--- src/rtl/nm_pkg.sv ---
package nm_pkg;

    typedef enum logic {
        CMD_MOVE = 1'b0,
        CMD_FILL = 1'b1
    } nm_cmd_e;

    typedef enum logic [2:0] {
        ST_IDLE,
        ST_LOOK_A,
        ST_FILL,
        ST_BUMP_A,
        ST_MOVE_A,
        ST_LOOK_B,
        ST_BUMP_B,
        ST_MOVE_B
    } nm_state_e;

endpackage

--- src/rtl/nm_match.sv ---
module nm_match #(
    parameter int COLS   = 8,
    parameter int WAYS   = 2,
    parameter int ADDR_W = 16,
    localparam int COL_W = $clog2(COLS),
    localparam int WAY_W = (WAYS > 1) ? $clog2(WAYS) : 1
) (
    input  logic              vld  [COLS][WAYS],
    input  logic [ADDR_W-1:0] tag  [COLS][WAYS],
    input  logic [ADDR_W-1:0] key,
    output logic              hit,
    output logic [COL_W-1:0]  col,
    output logic [WAY_W-1:0]  way
);

    always_comb begin
        hit = 1'b0;
        col = '0;
        way = '0;
        for (int c = 0; c < COLS; c++) begin
            for (int w = 0; w < WAYS; w++) begin
                if (vld[c][w] && (tag[c][w] == key)) begin
                    hit = 1'b1;
                    col = COL_W'(c);
                    way = WAY_W'(w);
                end
            end
        end
    end

endmodule

--- src/rtl/nm_victim.sv ---
module nm_victim #(
    parameter int WAYS = 2,
    localparam int WAY_W = (WAYS > 1) ? $clog2(WAYS) : 1
) (
    input  logic             vld [WAYS],
    input  logic [WAY_W-1:0] age [WAYS],
    output logic [WAY_W-1:0] way
);

    logic found;

    always_comb begin
        found = 1'b0;
        way   = '0;
        for (int w = 0; w < WAYS; w++) begin
            if (!vld[w] && !found) begin
                found = 1'b1;
                way   = WAY_W'(w);
            end
        end
        if (!found) begin
            for (int w = 0; w < WAYS; w++) begin
                if (age[w] == WAY_W'(WAYS - 1)) begin
                    way = WAY_W'(w);
                end
            end
        end
    end

endmodule

--- src/rtl/nm_mig_ctrl.sv ---
module nm_mig_ctrl
    import nm_pkg::*;
#(
    parameter int COLS   = 8,
    parameter int WAYS   = 2,
    parameter int ADDR_W = 16,
    parameter int CNT_W  = 2,
    localparam int COL_W = $clog2(COLS),
    localparam int WAY_W = (WAYS > 1) ? $clog2(WAYS) : 1
) (
    input  logic              clk,
    input  logic              rst_n,
    input  logic              req_valid,
    input  logic [ADDR_W-1:0] req_addr,
    output logic              req_ready,
    output logic              cmd_valid,
    output logic              cmd_kind,
    output logic [ADDR_W-1:0] cmd_addr,
    output logic [COL_W-1:0]  cmd_src_col,
    output logic [COL_W-1:0]  cmd_dst_col,
    input  logic              cmd_ack
);

    localparam int CNT_MAX = (1 << CNT_W) - 1;
    localparam logic [COL_W-1:0] FAR_COL = COL_W'(COLS - 1);

    nm_state_e state_q, state_d;

    logic              vld_q  [COLS][WAYS];
    logic [ADDR_W-1:0] tag_q  [COLS][WAYS];
    logic [CNT_W-1:0]  cnt_q  [COLS][WAYS];
    logic [WAY_W-1:0]  age_q  [COLS][WAYS];

    logic [ADDR_W-1:0] acc_addr_q;
    logic [COL_W-1:0]  cur_col_q;
    logic [WAY_W-1:0]  cur_way_q;

    logic [ADDR_W-1:0] look_key;
    logic              m_hit;
    logic [COL_W-1:0]  m_col;
    logic [WAY_W-1:0]  m_way;
    logic [WAY_W-1:0]  vic_way [COLS];

    logic [CNT_W-1:0]  cur_cnt;
    logic              sat_next;
    logic [COL_W-1:0]  dst_col;
    logic [WAY_W-1:0]  dst_way;
    logic              is_move;

    logic              touch_en;
    logic [COL_W-1:0]  touch_col;
    logic [WAY_W-1:0]  touch_way;

    assign look_key = (state_q == ST_LOOK_B) ? acc_addr_q + 1'b1 : acc_addr_q;
    assign cur_cnt  = cnt_q[cur_col_q][cur_way_q];
    assign sat_next = (cur_cnt == CNT_W'(CNT_MAX - 1));
    assign dst_col  = cur_col_q - 1'b1;
    assign dst_way  = vic_way[dst_col];
    assign is_move  = (state_q == ST_MOVE_A) || (state_q == ST_MOVE_B);

    nm_match #(
        .COLS   (COLS),
        .WAYS   (WAYS),
        .ADDR_W (ADDR_W)
    ) u_match (
        .vld (vld_q),
        .tag (tag_q),
        .key (look_key),
        .hit (m_hit),
        .col (m_col),
        .way (m_way)
    );

    for (genvar gc = 0; gc < COLS; gc++) begin : g_vic
        nm_victim #(
            .WAYS (WAYS)
        ) u_vic (
            .vld (vld_q[gc]),
            .age (age_q[gc]),
            .way (vic_way[gc])
        );
    end

    // state register
    always_ff @(posedge clk) begin
        if (!rst_n) begin
            state_q <= ST_IDLE;
        end else begin
            state_q <= state_d;
        end
    end

    // next state
    always_comb begin
        state_d = state_q;
        unique case (state_q)
            ST_IDLE:   if (req_valid) state_d = ST_LOOK_A;
            ST_LOOK_A: state_d = m_hit ? ST_BUMP_A : ST_FILL;
            ST_FILL:   if (cmd_ack) state_d = ST_BUMP_A;
            ST_BUMP_A: begin
                if (cur_col_q == '0) state_d = ST_LOOK_B;
                else if (sat_next)   state_d = ST_MOVE_A;
                else                 state_d = ST_LOOK_B;
            end
            ST_MOVE_A: if (cmd_ack) state_d = ST_LOOK_B;
            ST_LOOK_B: state_d = (m_hit && (m_col != '0)) ? ST_BUMP_B : ST_IDLE;
            ST_BUMP_B: state_d = sat_next ? ST_MOVE_B : ST_IDLE;
            ST_MOVE_B: if (cmd_ack) state_d = ST_IDLE;
            default:   state_d = ST_IDLE;
        endcase
    end

    // outputs
    always_comb begin
        req_ready   = 1'b0;
        cmd_valid   = 1'b0;
        cmd_kind    = CMD_MOVE;
        cmd_addr    = tag_q[cur_col_q][cur_way_q];
        cmd_src_col = cur_col_q;
        cmd_dst_col = dst_col;
        unique case (state_q)
            ST_IDLE:   req_ready = 1'b1;
            ST_FILL: begin
                cmd_valid   = 1'b1;
                cmd_kind    = CMD_FILL;
                cmd_addr    = acc_addr_q;
                cmd_src_col = FAR_COL;
                cmd_dst_col = FAR_COL;
            end
            ST_MOVE_A, ST_MOVE_B: cmd_valid = 1'b1;
            ST_LOOK_A, ST_BUMP_A, ST_LOOK_B, ST_BUMP_B: begin
            end
            default: begin
            end
        endcase
    end

    // recency touch request
    always_comb begin
        touch_en  = 1'b0;
        touch_col = m_col;
        touch_way = m_way;
        if ((state_q == ST_LOOK_A) && m_hit) begin
            touch_en = 1'b1;
        end else if ((state_q == ST_FILL) && cmd_ack) begin
            touch_en  = 1'b1;
            touch_col = FAR_COL;
            touch_way = vic_way[FAR_COL];
        end else if (is_move && cmd_ack) begin
            touch_en  = 1'b1;
            touch_col = dst_col;
            touch_way = dst_way;
        end
    end

    // recency ranks, kept per slot
    always_ff @(posedge clk) begin
        if (!rst_n) begin
            for (int c = 0; c < COLS; c++) begin
                for (int w = 0; w < WAYS; w++) begin
                    age_q[c][w] <= WAY_W'(w);
                end
            end
        end else if (touch_en) begin
            for (int w = 0; w < WAYS; w++) begin
                if (WAY_W'(w) == touch_way) begin
                    age_q[touch_col][w] <= '0;
                end else if (age_q[touch_col][w] < age_q[touch_col][touch_way]) begin
                    age_q[touch_col][w] <= age_q[touch_col][w] + 1'b1;
                end
            end
        end
    end

    // location table and access context
    always_ff @(posedge clk) begin
        if (!rst_n) begin
            acc_addr_q <= '0;
            cur_col_q  <= '0;
            cur_way_q  <= '0;
            for (int c = 0; c < COLS; c++) begin
                for (int w = 0; w < WAYS; w++) begin
                    vld_q[c][w] <= 1'b0;
                    tag_q[c][w] <= '0;
                    cnt_q[c][w] <= '0;
                end
            end
        end else begin
            unique case (state_q)
                ST_IDLE: begin
                    if (req_valid) acc_addr_q <= req_addr;
                end
                ST_LOOK_A, ST_LOOK_B: begin
                    cur_col_q <= m_col;
                    cur_way_q <= m_way;
                end
                ST_FILL: begin
                    if (cmd_ack) begin
                        vld_q[FAR_COL][vic_way[FAR_COL]] <= 1'b1;
                        tag_q[FAR_COL][vic_way[FAR_COL]] <= acc_addr_q;
                        cnt_q[FAR_COL][vic_way[FAR_COL]] <= '0;
                        cur_col_q <= FAR_COL;
                        cur_way_q <= vic_way[FAR_COL];
                    end
                end
                ST_BUMP_A, ST_BUMP_B: begin
                    if (cur_col_q != '0) begin
                        cnt_q[cur_col_q][cur_way_q] <= sat_next ? '0 : cur_cnt + 1'b1;
                    end
                end
                ST_MOVE_A, ST_MOVE_B: begin
                    if (cmd_ack) begin
                        vld_q[dst_col][dst_way]     <= vld_q[cur_col_q][cur_way_q];
                        tag_q[dst_col][dst_way]     <= tag_q[cur_col_q][cur_way_q];
                        cnt_q[dst_col][dst_way]     <= cnt_q[cur_col_q][cur_way_q];
                        vld_q[cur_col_q][cur_way_q] <= vld_q[dst_col][dst_way];
                        tag_q[cur_col_q][cur_way_q] <= tag_q[dst_col][dst_way];
                        cnt_q[cur_col_q][cur_way_q] <= cnt_q[dst_col][dst_way];
                    end
                end
                default: begin
                end
            endcase
        end
    end

endmodule

--- config.mk ---
export PLATFORM = sky130hd
export DESIGN_NAME = nm_mig_ctrl
export DESIGN_NICKNAME = d
export VERILOG_FILES = /design/src/rtl/nm_pkg.sv /design/src/rtl/nm_match.sv /design/src/rtl/nm_victim.sv /design/src/rtl/nm_mig_ctrl.sv
export SDC_FILE = /design/constraint.sdc
export NUM_CORES = 1
export LEC_CHECK = 0
export BUFFER_PORTS_ARGS = -buffer_cell sky130_fd_sc_hd__buf_2
export CORE_ASPECT_RATIO = 1.4
export CORE_MARGIN = 2
export CORE_UTILIZATION = 30
export CTS_CLUSTER_DIAMETER = 30
export DETAILED_ROUTE_END_ITERATION = 16
export PLACE_DENSITY_LB_ADDON = 0.08
export REMOVE_ABC_BUFFERS = 1
export SLEW_MARGIN = 40
export SYNTH_ARGS = -nofsm -noshare
export SYNTH_HDL_FRONTEND = slang
export SYNTH_HIERARCHICAL = 1
export SYNTH_SLANG_ARGS = --single-unit
--- constraint.sdc ---
create_clock -name clk -period 7.2 [get_ports clk]
set_clock_uncertainty 0.2 [all_clocks]
set_input_delay 1.08 -clock clk [delete_from_list [all_inputs] [get_ports clk]]
set_output_delay 1.08 -clock clk [all_outputs]
set_load 0.005 [all_outputs]
==> results.yml, run 1 <==
sta:
  rsz0062_at_grt: "false"
  tns_ns: 0
  hold_viol: 0
  tightest_slew_ns: 0.945
  relSlewSlack_pct: 37.0
  max_freq_mhz: 148
  period_needed_ns: 6.73
  setup_viol: 0
  min_period_over_period_pct: 93.5
  finalWorstSetupSlack_ns: 0.465
  drv_slew: 0
critical_path:
  arrival_ns: 6.93
  rr_endpoint: "age_q[5][0]$_SDFFCE_PN1P_"
  cp_max_fo: 16
  cp-start-kind: "register"
  path_class: "register to register"
  r2r_start: "state_q[2]$_SDFFE_PN0P_"
  endpoint: "age_q[5][0]$_SDFFCE_PN1P_"
  worst_ep_required_time_ns: 7.39
  cp-end-kind: "register"
  reg2reg_slack_ns: 0.47
  worst_r2r_path_depth: 18
  crit_start: "state_q[2]$_SDFFE_PN0P_"
pwr:
  comb_power_share_pct: 39.9
  pwr-share-clk_pct: 41.1
  ir_drop_v: 0.000354
  switching_share_pct: 43.1
  power_frac_seq_pct: 19.0
  p_sw_uw: 4980
  p_leak_uw: 0.0103
  power.total_uw: 11600
  internal_power_uw: 6570
  powerDensity_mw_per_mm2: 382
synth:
  syn_avg_cell_area_um2: 8.05
  synth_top_area_share_pct: 24.1
  synth_edf_count: 47
  async_flop_share_pct: 0
  synth_cells: 3086
  synth_seq_area_share_pct: 29.8
  ys_types: 87
  synth_area_leaders: "dfxtp_1, xnor2_1, nand2_1"
  ys.flop_type: "dfxtp_1"
  ys_warn_count: 6
  syn-cell-area_mm2: 0.0248
  ys_seq_elements: 346
  synth_top_area_cell: "dfxtp_1"
floorplan:
  num_rows: 124
  core_area_mm2: 0.0819
  die-area_mm2: 0.0851
  die_h_um: 344
  num_io_pins: 45
  initial_utilization_pct: 30.3
  die_w_um: 247
clock_network:
  post_cts_resized: 0
  numCtsBuffers: 96
  cts-root-buf: "clkbuf_16"
  cts_sinks: 346
  holdBufCountCts: 0
  cts.path.max_buffers: 3
  htreeDepth: 3
  clkTransAtPathRegs_ns: 0.04
  cts_tree: "done"
  post_cts_buffers: 0
  clk_latency_ns: 0.67
finish:
  nFillCells: 8530
  drive_above_1_share_pct: 18.5
  nets: 3114
  layout_common_cells: "nand2_1, dfxtp_1, o21ai_0, nor2_1, xnor2_1"
  final_cells: 4241
  syn_to_final_growth_pct: 21.7
  final_common_cell: "nand2_1"
  final_cell_area_mm2: 0.0302
place:
  place_area_mm2: 0.0266
  port_buffers: 44
  preCtsSetupSlack_ns: 0.571
  place_inst: 4064
  dpl.hpwl_um: 118000
  gp_congestion: 0.998
route:
  first_pass_iters: 8
  drt_iter0_drc: 3532
  vias_per_cell: 6.55
  drt_wl_total_um: 161000
  num_vias: 27800
  drtAntennaViolNets: 0
  avgRoutedWirePerCell_um: 37.9
  drc: 0
hold_path:
  hp-class: "register to register"
global_routing:
  grt_pass1_vias: 26500
  overflow: 0
  grt_pass1_wl_um: 219000
  track_usage_pct: 37.1
  antenna_found_initial: 5
  grt_max_degree: 99
flow_run:
  max_cap_violations: 0
run_status:
  status: "finished clean"
logic make-up after synthesis:
family / count (synthesis) / share of synthesized area (%)
mux: 169 / 9.25
xor+xnor: 276 / 9.81
flops: 346 / 29.8
fa+ha+maj: 3 / 0.151
compound gates: 948 / 26.6
simple gates: 1011 / 18.1
buf+inv: 333 / 6.31
synthesized netlist by cell type (63+ instances only):
cell type / count
mux2i_1: 74
a21oi_1: 140
a222oi_1: 64
xnor2_1: 223
clkbuf_1: 162
buf_2: 89
a31oi_1: 63
nand2_1: 457
nor2_1: 251
nand3_1: 76
dfxtp_1: 299
o21ai_0: 247
registers in the layout (all words and copies together) (netlist names), named ones only:
name / cells
cur_col_q: 3
age_q: 16
tag_q: 256
cur_way_q: 1
vld_q: 16
state_q: 3
acc_addr_q: 16
cnt_q: 32
worst max-delay path, cell delays in order, from the launching register on:
cell	delay [ns]
dfxtp_1	0.61
inv_1	0.23
nor2_1	0.26
nand4_1	0.36
nor2_1	0.33
nand2_1	0.15
xnor2_2	0.51
xor2_1	0.13
nor4_1	0.47
nand4_1	0.22
nor4_2	0.66
nor4_1	0.20
nand2_1	0.30
nor2_1	0.09
a221oi_1	0.52
nor2_1	0.20
a22o_1	0.29
a221oi_2	0.48
o311ai_1	0.22
metal layers:
layer / vias up / part of all wire [%] / GRT usage, % / wire, um
met5: - / 0.0081 / 0 / 13
met4: 2 / 8.9 / 27.9 / 14200
met3: 566 / 8.5 / 7.57 / 13700
met2: 1892 / 46 / 59.8 / 73400
met1: 13800 / 37 / 43.3 / 59300
li1: 11600 / - / - / -
worst min path at each step:
stage	start	end	slack [ns]	cells after the start
2_1_floorplan	tag_q[59]$_SDFFE_PN0P_	tag_q[59]$_SDFFE_PN0P_	0.25	2
3_3_place_gp	age_q[4][1]$_DFF_P_	age_q[4][1]$_DFF_P_	0.29	2
3_5_place_dp	age_q[4][1]$_DFF_P_	age_q[4][1]$_DFF_P_	0.28	2
4_1_cts	age_q[4][1]$_DFF_P_	age_q[4][1]$_DFF_P_	0.29	2
5_1_grt	age_q[4][1]$_DFF_P_	age_q[4][1]$_DFF_P_	0.31	2
6_report	age_q[4][1]$_DFF_P_	age_q[4][1]$_DFF_P_	0.29	2
power by group through the flow:
stage	logic (uW)	clock network, uW	registers [uW]
after floorplan	2110	0	2260
after global placement	4420	0	2220
after detailed placement	4430	0	2220
after CTS	4440	4770	2180
after global routing	4690	4890	2190
final	4610	4750	2190
per-stage QoR:
stage	hold WS, ns	util, %
floorplan	0.250	-
global placement	0.290	32.4
detailed placement	0.281	32.5
CTS	0.287	36.8
global route	0.310	36.9
finish	0.286	36.9
final cells by class:
cell class / count / area, um^2 / area share [%]
timing repair buffer: 210 / 1530 / 5.06
antenna: 1 / 2.50 / 0.00828
sequential: 346 / 7410 / 24.5
clock inverter: 38 / 708 / 2.34
inverter: 30 / 113 / 0.373
tap: 1071 / 1340 / 4.43
clock buffer: 138 / 2840 / 9.41
multi-input combinational: 2407 / 16300 / 53.8
Note: power is estimated with default switching activity, not from simulation.
==> inputs of run 2 (changes only) <==
--- a/config.mk
+++ b/config.mk
@@ -5,6 +5,7 @@
 export SDC_FILE = /design/constraint.sdc
 export NUM_CORES = 1
 export LEC_CHECK = 0
+export ABC_AREA = 1
 export BUFFER_PORTS_ARGS = -buffer_cell sky130_fd_sc_hd__buf_2
 export CORE_ASPECT_RATIO = 1.4
 export CORE_MARGIN = 2
==> run 2 against run 1 <==
Against the previous run:
- core utilization down 1.3 points
- synthesized cell count up 35%
- setup slack improved by 0.075 ns
- register-to-register slack gained 0.07 ns
- worst hold slack improved by 0.058 ns
- first-iteration DRC count is 18% higher
- clock-buffer cell count decreased by 6
- die area up 5.1%
- sequential power rose by 15%
- largest cell class unchanged
==> results.yml, run 2 <==
clock_network:
  clkTransAtPathRegs_ns: 0.04
  post_cts_resized: 0
  clk_latency_ns: 0.71
  cts_sinks: 346
  cts.path.max_buffers: 3
  numCtsBuffers: 99
  post_cts_buffers: 0
  cts_tree: "done"
  cts-root-buf: "clkbuf_16"
  htreeDepth: 3
  holdBufCountCts: 0
place:
  dpl.hpwl_um: 125000
  gp_congestion: 1.04
  port_buffers: 44
  preCtsSetupSlack_ns: 0.711
finish:
  reg.largest.list: "tag_q: 256 flops, cnt_q: 32 flops"
  nFillCells: 9557
  final_util_pct: 35.6
  largest_reg_flops: 256
  drive_above_1_share_pct: 12.0
  final_common_cell: "nand2_1"
  nets: 4146
  layout_common_cells: "nand2_1, o21ai_0, inv_1, a21oi_1, nor2_1"
  top_register: "tag_q"
  syn_to_final_growth_pct: 18.0
floorplan:
  initial_utilization_pct: 30.2
  die_h_um: 353
  die-area_mm2: 0.0895
  num_rows: 128
  core_area_mm2: 0.0866
  num_io_pins: 45
  die_w_um: 253
synth:
  syn-cell-area_mm2: 0.0261
  synth_cells: 4168
  syn_avg_cell_area_um2: 6.27
  synth_top_area_cell: "dfxtp_1"
  yosysMostFrequentCell: "nand2_1"
  async_flop_share_pct: 0
  synth_top_area_share_pct: 22.9
  synth_area_leaders: "dfxtp_1, nand2_1, o21ai_0"
  synth_edf_count: 47
  ys_types: 67
  ys_seq_elements: 346
  ys_warn_count: 6
  ys.flop_type: "dfxtp_1"
  synth_top_cells_by_count: "nand2_1, o21ai_0, inv_1"
  synth_seq_area_share_pct: 28.3
critical_path:
  cp-end-kind: "register"
  worst_ep_required_time_ns: 7.41
  arrival_ns: 6.87
  path_class: "register to register"
  cp-start-kind: "register"
  reg2reg_slack_ns: 0.54
  rr_endpoint: "age_q[7][1]$_SDFFCE_PN0P_"
  cpPeakStageDelay_ns: 0.48
  cp_slowest_cell: "dfxtp_1"
  r2r_start: "state_q[0]$_SDFFE_PN0P_"
  worst_r2r_path_depth: 28
  cp_max_fo: 16
  cpMostUsedCell: "nand2_1"
pwr:
  powerDensity_mw_per_mm2: 480
  pwr-share-clk_pct: 32.6
  ir_drop_v: 0.000408
  power_frac_seq_pct: 17.0
  comb_power_share_pct: 50.4
  p_leak_uw: 0.0116
  p_sw_uw: 7890
  internal_power_uw: 6900
  switching_share_pct: 53.4
route:
  first_pass_iters: 6
  drc: 0
  drt_wl_total_um: 180000
  avgRoutedWirePerCell_um: 33.3
  vias_per_cell: 6.09
  num_vias: 32800
  drtAntennaViolNets: 0
  drt_iter0_drc: 4175
sta:
  tightest_slew_ns: 0.961
  hold_viol: 0
  finalWorstSetupSlack_ns: 0.540
  period_needed_ns: 6.66
  drv_slew: 0
  min_period_over_period_pct: 92.5
  max_freq_mhz: 150
  rsz0062_at_grt: "false"
  relSlewSlack_pct: 35.3
  setup_viol: 0
flow_run:
  max_cap_violations: 0
global_routing:
  grt_pass1_vias: 30700
  antenna_found_initial: 12
  track_usage_pct: 39.3
  overflow: 0
  grt_max_degree: 94
  grt_pass1_wl_um: 246000
hold_path:
  whs_path_depth: 2
  hp-start: "age_q[4][1]$_DFF_P_"
  hp-class: "register to register"
  worstHoldEndpoint: "age_q[4][1]$_DFF_P_"
run_status:
  status: "finished clean"
## run 2: cell types whose count changed in the layout (fill, tap and decap cells not counted), moves of 64 or more
cell / before / now
a21oi_1: 134 / 312
a222oi_1: 64 / 0
inv_1: 25 / 327
mux2i_1: 74 / 0
nand2_1: 455 / 1052
nand3_1: 76 / 249
nor2_1: 237 / 306
o21ai_0: 247 / 555
xnor2_1: 214 / 14
## run 2: cell families (layout without fill, tap and decap cells)
logic type / after synthesis / after routing / share of synthesized area [%]
xor+xnor: 73 / 73 / 2.45
other cells: 0 / 5 / 0
compound gates: 1233 / 1233 / 26.6
buf+inv: 678 / 719 / 11.8
simple gates: 1835 / 1835 / 30.6
fa+ha+maj: 3 / 3 / 0.144
flops: 346 / 346 / 28.3
## run 2: worst max path at each step
stage / from / to / slack (ns) / cells past startpoint
after CTS: state_q[0]$_SDFFE_PN0P_ / age_q[6][1]$_SDFFCE_PN0P_ / 0.69 / 28
after global placement: state_q[0]$_SDFFE_PN0P_ / age_q[0][1]$_SDFFCE_PN0P_ / 0.88 / 28
after floorplan: cur_col_q[0]$_SDFFE_PN0N_ / tag_q[112]$_SDFFE_PN0P_ / -0.65 / 13
after detailed placement: state_q[0]$_SDFFE_PN0P_ / age_q[3][1]$_SDFFCE_PN0P_ / 0.71 / 28
after global routing: state_q[0]$_SDFFE_PN0P_ / age_q[6][1]$_SDFFCE_PN0P_ / 0.20 / 28
final: state_q[0]$_SDFFE_PN0P_ / age_q[7][1]$_SDFFCE_PN0P_ / 0.54 / 28
## run 2: final cells by class
type / count / area [um^2] / share of cell area [%]
antenna: 5 / 12.5 / 0.0406
clock buffer: 132 / 2890 / 9.37
clock inverter: 55 / 737 / 2.39
inverter: 374 / 1410 / 4.58
multi-input combinational: 3144 / 15800 / 51.3
sequential: 346 / 7400 / 24.0
tap: 1170 / 1460 / 4.75
timing repair buffer: 158 / 1110 / 3.59
## run 2: layer usage
| layer | share of wire, % | routed length [um] | track usage [%] |
|---|---|---|---|
| met1 | 36 | 64200 | 44.9 |
| met2 | 46 | 82000 | 63.2 |
| met3 | 8.6 | 15400 | 7.22 |
| met4 | 10 | 17900 | 33.3 |
| met5 | 0.023 | 41 | 0 |
## run 2: worst max-delay path: cells and delay by family, from the launching register on
kind,cells,cell delay [ns]
buffers and inverters,3,0.75
DFF,1,0.48
and+or+nand+nor,21,3.79
AOI/OAI and AO/OA,3,0.67
xor gates and xnor gates,1,0.44
## run 2: power groups by stage
stage | clock network [uW] | registers (uW) | logic [uW]
floorplan | 0 | 2430 | 3120
global placement | 0 | 2540 | 7000
detailed placement | 0 | 2530 | 7000
CTS | 4850 | 2500 | 7020
global route | 4940 | 2510 | 7470
finish | 4820 | 2520 | 7460
## run 2: stage by stage
| stage | instance area (um^2) | setup TNS, ns | std cells | total power [uW] | hold slack, ns |
|---|---|---|---|---|---|
| 5_1_grt | 30800 | 0 | 5379 | 14900 | 0.379 |
| 6_report | 30800 | 0 | 5384 | 14800 | 0.344 |
| 3_5_place_dp | 27200 | 0 | 5190 | 9530 | 0.335 |
| 3_3_place_gp | 27000 | 0 | 5187 | 9530 | 0.334 |
| 2_1_floorplan | 24500 | -51.68 | 3864 | 5550 | 0.252 |
| 4_1_cts | 30800 | 0 | 5377 | 14400 | 0.345 |
